===== src/rtl/thresh_celem_pkg.sv =====
package thresh_celem_pkg;
  // Lane decision for one evaluation
  typedef enum logic [1:0] {
    ACT_HOLD     = 2'd0,
    ACT_SET      = 2'd1,
    ACT_CLEAR    = 2'd2,
    ACT_CONFLICT = 2'd3
  } lane_act_e;
endpackage


===== src/rtl/thresh_rst_sync.sv =====
module thresh_rst_sync #(
  parameter int STAGES = 2
) (
  input  logic clk,
  input  logic rst_n,
  output logic rst_ok_n
);
  logic [STAGES-1:0] sync_q;
  logic [STAGES-1:0] sync_d;

  always_comb begin
    sync_d = {sync_q[STAGES-2:0], 1'b1};
  end

  always_ff @(posedge clk or negedge rst_n) begin
    if (!rst_n) sync_q <= '0;
    else        sync_q <= sync_d;
  end

  assign rst_ok_n = sync_q[STAGES-1];
endmodule


===== src/rtl/thresh_popcount.sv =====
module thresh_popcount #(
  parameter int K  = 4,
  parameter int CW = $clog2(K+1)
) (
  input  logic [K-1:0]  bits,
  output logic [CW-1:0] ones
);
  // Ripple accumulation chain, one stage per input bit
  logic [CW-1:0] acc [0:K];
  assign acc[0] = '0;
  for (genvar b = 0; b < K; b++) begin : g_acc
    assign acc[b+1] = acc[b] + CW'(bits[b]);
  end
  assign ones = acc[K];
endmodule


===== src/rtl/thresh_lane.sv =====
module thresh_lane
  import thresh_celem_pkg::*;
#(
  parameter int   K    = 4,
  parameter int   CW   = $clog2(K+1),
  parameter logic INIT = 1'b0
) (
  input  logic          clk,
  input  logic          rst_ok_n,
  input  logic [CW-1:0] rise_thr,
  input  logic [CW-1:0] fall_thr,
  input  logic [K-1:0]  din,
  output logic          q,
  output logic          conflict
);
  localparam logic [CW-1:0] K_CNT = CW'(K);

  logic [CW-1:0] n_high;
  logic [CW-1:0] n_low;
  logic          rise_ok;
  logic          fall_ok;
  lane_act_e     act;
  logic          q_en;
  logic          q_d;

  thresh_popcount #(.K(K), .CW(CW)) i_cnt (
    .bits (din),
    .ones (n_high)
  );

  assign n_low   = K_CNT - n_high;
  assign rise_ok = (n_high >= rise_thr);
  assign fall_ok = (n_low  >= fall_thr);

  always_comb begin
    unique case ({rise_ok, fall_ok})
      2'b10:   act = ACT_SET;
      2'b01:   act = ACT_CLEAR;
      2'b11:   act = ACT_CONFLICT;
      default: act = ACT_HOLD;
    endcase
  end

  // Next-state and enable
  always_comb begin
    q_en = 1'b0;
    q_d  = q;
    case (act)
      ACT_SET:   begin q_en = 1'b1; q_d = 1'b1; end
      ACT_CLEAR: begin q_en = 1'b1; q_d = 1'b0; end
      default:   begin q_en = 1'b0; q_d = q;    end
    endcase
  end

  always_ff @(posedge clk or negedge rst_ok_n) begin
    if (!rst_ok_n)  q <= INIT;
    else if (q_en)  q <= q_d;
  end

  assign conflict = (act == ACT_CONFLICT);
endmodule


===== src/rtl/thresh_celem_bank.sv =====
module thresh_celem_bank #(
  parameter int               K        = 4,
  parameter int               LANES    = 2,
  parameter logic [LANES-1:0] INIT_OUT = 2'b10,
  parameter int               CW       = $clog2(K+1)
) (
  input  logic               clk,
  input  logic               rst_n,
  input  logic [CW-1:0]      cfg_rise_thr,
  input  logic [CW-1:0]      cfg_fall_thr,
  input  logic [LANES*K-1:0] lane_in,
  output logic [LANES-1:0]   lane_out,
  output logic               cfg_err
);
  logic             rst_ok_n;
  logic [LANES-1:0] lane_conf;
  logic             err_d;
  logic             err_en;

  thresh_rst_sync #(.STAGES(2)) i_rsync (
    .clk      (clk),
    .rst_n    (rst_n),
    .rst_ok_n (rst_ok_n)
  );

  for (genvar i = 0; i < LANES; i++) begin : g_lane
    thresh_lane #(.K(K), .CW(CW), .INIT(INIT_OUT[i])) i_lane (
      .clk      (clk),
      .rst_ok_n (rst_ok_n),
      .rise_thr (cfg_rise_thr),
      .fall_thr (cfg_fall_thr),
      .din      (lane_in[i*K +: K]),
      .q        (lane_out[i]),
      .conflict (lane_conf[i])
    );
  end

  always_comb begin
    err_en = 1'b1;
    err_d  = |lane_conf;
  end

  always_ff @(posedge clk or negedge rst_ok_n) begin
    if (!rst_ok_n)   cfg_err <= 1'b0;
    else if (err_en) cfg_err <= err_d;
  end
endmodule


===== config.mk =====
export PLATFORM = sky130hd
export DESIGN_NAME = thresh_celem_bank
export DESIGN_NICKNAME = d
export VERILOG_FILES = /design/src/rtl/thresh_celem_pkg.sv /design/src/rtl/thresh_rst_sync.sv /design/src/rtl/thresh_popcount.sv /design/src/rtl/thresh_lane.sv /design/src/rtl/thresh_celem_bank.sv
export SDC_FILE = /design/constraint.sdc
export NUM_CORES = 1
export LEC_CHECK = 0
export BUFFER_PORTS_ARGS = -buffer_cell sky130_fd_sc_hd__buf_2
export CORE_AREA = 4 4 41 43
export CTS_CLUSTER_SIZE = 25
export DETAILED_ROUTE_END_ITERATION = 8
export DIE_AREA = 0 0 45 47
export GPL_TIMING_DRIVEN = 0
export HOLD_SLACK_MARGIN = 0.03
export PLACE_DENSITY = 0.77
export SLEW_MARGIN = 20
export SYNTH_ARGS = -nofsm -noshare
export SYNTH_HDL_FRONTEND = slang
export SYNTH_SLANG_ARGS = --single-unit

===== constraint.sdc =====
create_clock -name clk -period 1 [get_ports clk]
set_input_delay 0.05 -clock clk [delete_from_list [all_inputs] [get_ports clk]]
set_output_delay 0.05 -clock clk [all_outputs]
set_load 0.005 [all_outputs]

# ---- Yosys cells after proc, flatten, opt, wreduce, memory -nomap -nowiden
# Index checks and enable logic that the tools add are counted.
dict set report totals {
  register_bits 5
  wordCells 41
  out_inout_bits 3
  inputBits 16
}
dict set report op_classes {
  addsub 8
  n_lt_le_gt_ge 4
  n_eq_ne 12
  reduce_logical 7
  muxes 6
}
# cell count
set op_table {}
lappend op_table {{2-bit == test, second input constant} 8}
lappend op_table {{3-bit >= comparator} 4}
lappend op_table {{2-bit case mux with 3 select lines} 2}
lappend op_table {{2-bit by 1-bit == test with 1-bit output, second input constant} 4}
lappend op_table {{2-bit by 1-bit adder with 3-bit output} 2}
lappend op_table {{3-bit by 1-bit adder with 3-bit output} 2}
lappend op_table {{2-bit OR reduction} 3}
lappend op_table {{3-bit subtractor, first input constant} 2}
lappend op_table {{1-bit by 1-bit adder with 2-bit output} 2}
lappend op_table {{1-bit case mux with 2 select lines} 2}
lappend op_table {{2-bit AND reduction} 2}
lappend op_table {{2-bit nonzero test} 2}
lappend op_table {{1-bit two-way mux} 2}

# ---- Longest topological paths before layout
dict set report logic_depth {
  word_depth 11
  depth_mapped 11
  mapped_depth_nobuf 11
}

# ---- Cells and area by module
# A second synthesis with hierarchy kept.
dict set report hier_totals {
  cells_unflattened 77
  hier_area_um2 696.9
}
# module seq_area_each_um2 cells_each area_per_inst_um2 n_inst
set by_module_without_submodules {}
lappend by_module_without_submodules {{thresh_lane at g_lane[1].i_lane} 26.3 28 242.7 1}
lappend by_module_without_submodules {{thresh_lane at g_lane[0].i_lane} 25.0 28 241.5 1}
lappend by_module_without_submodules {thresh_popcount 0.0 8 63.8 2}
lappend by_module_without_submodules {thresh_rst_sync 50.0 3 53.8 1}
lappend by_module_without_submodules {thresh_celem_bank 25.0 2 31.3 1}

# ---- Least setup slack after synthesis
# OpenSTA, ideal clock, no wires.
dict set report synth_timing {
  path_type {input to register}
  start {in lane_in[0]}
  end {reg g_lane[0].i_lane.q}
  path_stages 11
  path_buffers 0
  arrival_ns 2.275
  path_slack_ns -1.397
  path_cell_list {fa_1 > ha_1 > ha_1 > inv_1 > ha_1 > xor2_1 > ha_1 > a21oi_1 > o21ai_1 > ha_1 > mux2i_1}
}
dict set report synth_via {
  elab_chain_cells 11
  word_cells_on_any_way 17
  cone_classes {add/sub (4); order compare (2); eq/ne (5); mux (3); reduce/logical (3)}
}
# item line_no
set synth_rtl {}
lappend synth_rtl {{from (decl)} thresh_celem_bank.sv:11} ;# input logic [LANES*K-1:0] lane_in,
lappend synth_rtl {{1-bit by 1-bit adder with 2-bit output (*)} thresh_popcount.sv:12} ;# assign acc[b+1] = acc[b] + CW'(bits[b]);
lappend synth_rtl {{2-bit by 1-bit adder with 3-bit output (*)} thresh_popcount.sv:12}
lappend synth_rtl {{3-bit by 1-bit adder with 3-bit output (*)} thresh_popcount.sv:12}
lappend synth_rtl {{3-bit subtractor} thresh_lane.sv:31} ;# assign n_low = K_CNT - n_high;
lappend synth_rtl {{3-bit >= comparator} thresh_lane.sv:33} ;# assign fall_ok = (n_low >= fall_thr);
lappend synth_rtl {{2-bit == test or 2-bit by 1-bit == test with 1-bit output (tied branches)} thresh_lane.sv:36} ;# unique case ({rise_ok, fall_ok})
lappend synth_rtl {{2-bit case mux with 3 select lines (*)} thresh_lane.sv:36}
lappend synth_rtl {{2-bit by 1-bit == test with 1-bit output or 2-bit == test (tied branches)} thresh_lane.sv:48} ;# case (act)
lappend synth_rtl {{2-bit OR reduction (no source line)} --}
lappend synth_rtl {{1-bit two-way mux} thresh_lane.sv:48}
lappend synth_rtl {{2-bit AND reduction (no source line)} --}
lappend synth_rtl {{to (signal assigned)} thresh_lane.sv:57} ;# else if (q_en) q <= q_d;
lappend synth_rtl {{to (decl)} thresh_lane.sv:13} ;# output logic q,
# Mark *: on every way between the ends. The rest lies on a longest branch, timed or not.
# A chain may end at the register's enable or synchronous reset.

# ---- Worst setup path in the final report
dict set report layout_timing {
  start {in lane_in[4]}
  end {reg g_lane[1].i_lane.q}
}
dict set report layout_via {
  elab_chain_cells 11
  word_cells_on_any_way 17
  cone_classes {add/sub (4); order compare (2); eq/ne (5); mux (3); reduce/logical (3)}
}
# item line_no
set layout_rtl {}
lappend layout_rtl {{1-bit by 1-bit adder with 2-bit output (*)} thresh_popcount.sv:12}
lappend layout_rtl {{2-bit by 1-bit adder with 3-bit output (*)} thresh_popcount.sv:12}
lappend layout_rtl {{3-bit by 1-bit adder with 3-bit output (*)} thresh_popcount.sv:12}
lappend layout_rtl {{3-bit subtractor} thresh_lane.sv:31}
lappend layout_rtl {{3-bit >= comparator} thresh_lane.sv:33}
lappend layout_rtl {{2-bit == test or 2-bit by 1-bit == test with 1-bit output (tied branches)} thresh_lane.sv:36}
lappend layout_rtl {{2-bit case mux with 3 select lines (*)} thresh_lane.sv:36}
lappend layout_rtl {{2-bit by 1-bit == test with 1-bit output or 2-bit == test (tied branches)} thresh_lane.sv:48}
lappend layout_rtl {{2-bit OR reduction (no source line)} --}
lappend layout_rtl {{1-bit two-way mux} thresh_lane.sv:48}
lappend layout_rtl {{2-bit AND reduction (no source line)} --}
lappend layout_rtl {{to (signal assigned)} thresh_lane.sv:57}
lappend layout_rtl {{to (decl)} thresh_lane.sv:13}
# Marks and branches as above.

==> run_results.csv <==
group,metric,value,unit
sta,hold_viol_final,0,
placed_design,dp_cells,98,
drt,firstDrtPassIters,2,
clock_network,cts_inserted_buffers,3,
power,ir_worst_vdd,1.04,mV
final_layout,nets,130,
global_routing,grt_pass1_wl,1950,um
setup_path,critPathLaunch,"lane_in[4]",
placed_design,dp_hpwl,1040,um
outcome,outcome,"finished, violations left",
logic_synthesis,seq_area_frac_synth,19.2,%
logic_synthesis,synth_fp_nets,105,
clock_network,clockBufferDepth,2,
drt,wirelength,1230,um
die,die_width,45,um
logic_synthesis,yosys.area_share.simple,9.30,%
die,start_util,50.7,%
setup_path,start_kind,"input port",
setup_path,cp_data_required_time,1.18,ns
setup_path,path_delay_family,"adder cells",
placed_design,port_buffers,18,
clock_network,cts_tree,"built",
drt,drtIter0Drc,1,
setup_path,setup.worst_path.end_class,"register",
die,coreArea,0.00130,mm^2
sta,fin_setup_tns,-3.79,ns
sta,clock_skew,0.00205,ns
final_layout,area_delta_synth_final,38.0,%
setup_path,worstSetupPathType,"input port to register",
logic_synthesis,synthMuxAreaShare,3.04,%
global_routing,top_usage_layer,"met2",
sta,max_freq,0.436,GHz
logic_synthesis,yosysWarnings,0,
power,p_per_area,1580,mW/mm^2
logic_synthesis,synth_area,659,um^2
clock_network,cts_root_buffer,"clkbuf_4",
die,core.rowCount,13,
setup_path,crit_path_max_incr_delay,0.48,ns
sta,fin_crit_sh,229,%
final_layout,n_fill_cell,104,
power,total_power,1440,uW
clock_network,cts.sinks,5,
global_routing,grt_start_max_net_pins,4,
logic_synthesis,ys_seq_elements,5,
logic_synthesis,synth_fa_ha_area_share,47.8,%
clock_network,htree_num_levels,1,
logic_synthesis,syn_inst,65,
sta,min_period,2.29,ns
global_routing,use_met1,13.6,%
drt,wl_per_cell,11.9,um
placed_design,dp_slack,-1.61,ns
clock_network,clock_latency,0.25,ns
global_routing,gr-usage-met3,4.98,%
outcome,violations,"negative setup slack",
drt,drc,0,
logic_synthesis,syn_avg_cell_area,10.1,um^2
logic_synthesis,synth_cell_types,17,
sta,finalSetupViolations,3,
global_routing,grt_pass1_vias,492,
flow_run,cap_violations,0,
logic_synthesis,synth_top_family_by_area,"adder cells",
power,power.leakage,0.000488,uW
setup_path,path_max_fanout,2,
global_routing,grt.overflow.total,0,
final_layout,diodes,0,
setup_path,crit_path_cell_trace,"buf_6 -> fa_1 -> ha_2 -> ha_4 -> inv_2 -> ha_4 -> xor2_1 -> ha_1 -> a21oi_2 -> o21ai_2 -> ha_1 -> mux2i_1",
final_layout,drive_above_1_share,46.1,%
global_routing,grt.total_usage,13.2,%
setup_path,critPathBufInv,2,
final_layout,fin_cells,104,
clock_network,clkSlewWorstSetupHoldPaths,0.04,ns
sta,slew_violations,0,
sta,setup_ws,-1.29,ns
setup_path,crit-reg2reg-launch,"g_lane[1].i_lane.q",
sta,rsz0062_at_grt,"yes",
placed_design,gp_congestion,0.696,
logic_synthesis,synth-compound-area-share,9.49,%
die,die_area,0.00212,mm^2
setup_path,slowest_stage,"fa_1",
drt,postRouteAntennaNets,0,
global_routing,antenna_found_initial,0,
die,die_h,47,um
drt,via_per_inst,4.88,
worst_hold_path,holdCritPathClass,"register to async pin",
die,ios,19,
drt,num_vias,508,
global_routing,grtUsageMet2,23.2,%
logic_synthesis,synth-xor-area-share,2.66,%
setup_path,arrival,2.47,ns
layout make-up:
class	count	area (um^2)	share of cell area, %
Clock buffer	4	26.3	2.89
Sequential cell	5	126	13.9
Buffer	1	7.51	0.825
Multi-Input combinational cell	48	551	60.5
Tap cell	15	18.8	2.06
Timing Repair Buffer	21	140	15.4
Inverter	10	40.0	4.40
flip-flops by register name, indices dropped and copies added, names as in the netlist:
| register | count |
|---|---|
| cfg_err | 1 |
| g_lane.i_lane.q | 2 |
| i_rsync.sync_q | 2 |
cells in the mapped netlist:
master	n	area [um^2]
buf_4	2	15.0
nand2_1	4	15.0
dfrtp_1	4	100
nor2b_4	2	27.5
ha_1	22	275
mux2i_1	2	20.0
o21ai_1	4	20.0
xor2_1	2	17.5
or2_1	1	6.26
a21oi_2	2	17.5
fa_1	2	40.0
inv_1	10	37.5
o21a_1	2	15.0
conb_1	1	3.75
a21oi_1	2	10.0
nor2b_1	2	12.5
dfstp_2	1	26.3
kinds of logic after synthesis:
group	count (synthesis)
compound gates	10
xor+xnor	2
fa+ha+maj	24
buf+inv	12
flops	5
mux	2
other cells	1
simple gates	9
stage by stage:
step | util, % | hold WS, ns | cell area, um^2
floorplan | - | -0.246 | 704
CTS | 68.3 | 0.0481 | 888
finish | 69.9 | 0.0412 | 910
global placement | 62.5 | -0.165 | 813
global route | 69.9 | 0.0505 | 910
detailed placement | 62.5 | -0.164 | 813
where the power goes:
| part | switching, uW | leakage [uW] | internal, uW |
|---|---|---|---|
| sequential | 26.1 | 0.0000570 | 273 |
| clock | 90.7 | 0.0000150 | 151 |
| combinational | 404 | 0.000416 | 490 |
| total | 521 | 0.000488 | 915 |
worst paths after layout:
path / endpoint / slack, ns / depth (start not counted)
max in group asynchronous: g_lane[1].i_lane.q / 0.74 / 0
worst min-delay path: g_lane[0].i_lane.q / 0.04 / 0
min in group clk: i_rsync.sync_q[1] / 0.35 / 0
worst max-delay path: g_lane[1].i_lane.q / -1.29 / 12
worst min register to register: g_lane[0].i_lane.q / 0.04 / 0
worst max register to register: g_lane[1].i_lane.q / 0.23 / 2
cell usage in the layout (no fill, tap or decap), drive strengths merged:
master       instances
ha                  22
buf                 21
inv                 10
nand2                4
a21oi                4
dfrtp                4
clkbuf               4
nor2b                4
o21ai                4
o21a                 2
xor2                 2
mux2i                2
fa                   2
or2                  1
dfstp                1
dlygate4sd3          1
conb                 1
what timing repair did:
item	4_1_cts	5_1_grt
hold buffers	1	0
gates resized for setup	5	5
pin swaps	11	3
endpoints found under the hold margin	2	0
setup endpoints to repair	4	3
setup buffers	2	0
layer usage:
layer,wire length [um],vias up
li1,-,263
met1,499,226
met2,620,15
met3,83,4
met4,30,0
met5,0,-
worst register-to-register path, delay by kind of cell, from the launching register on:
family	cells	cell delay, ns
buffers and inverters	1	0.04
flip-flops	1	0.53
multiplexers	1	0.12
No activity file was read; power rests on OpenSTA's default activity.
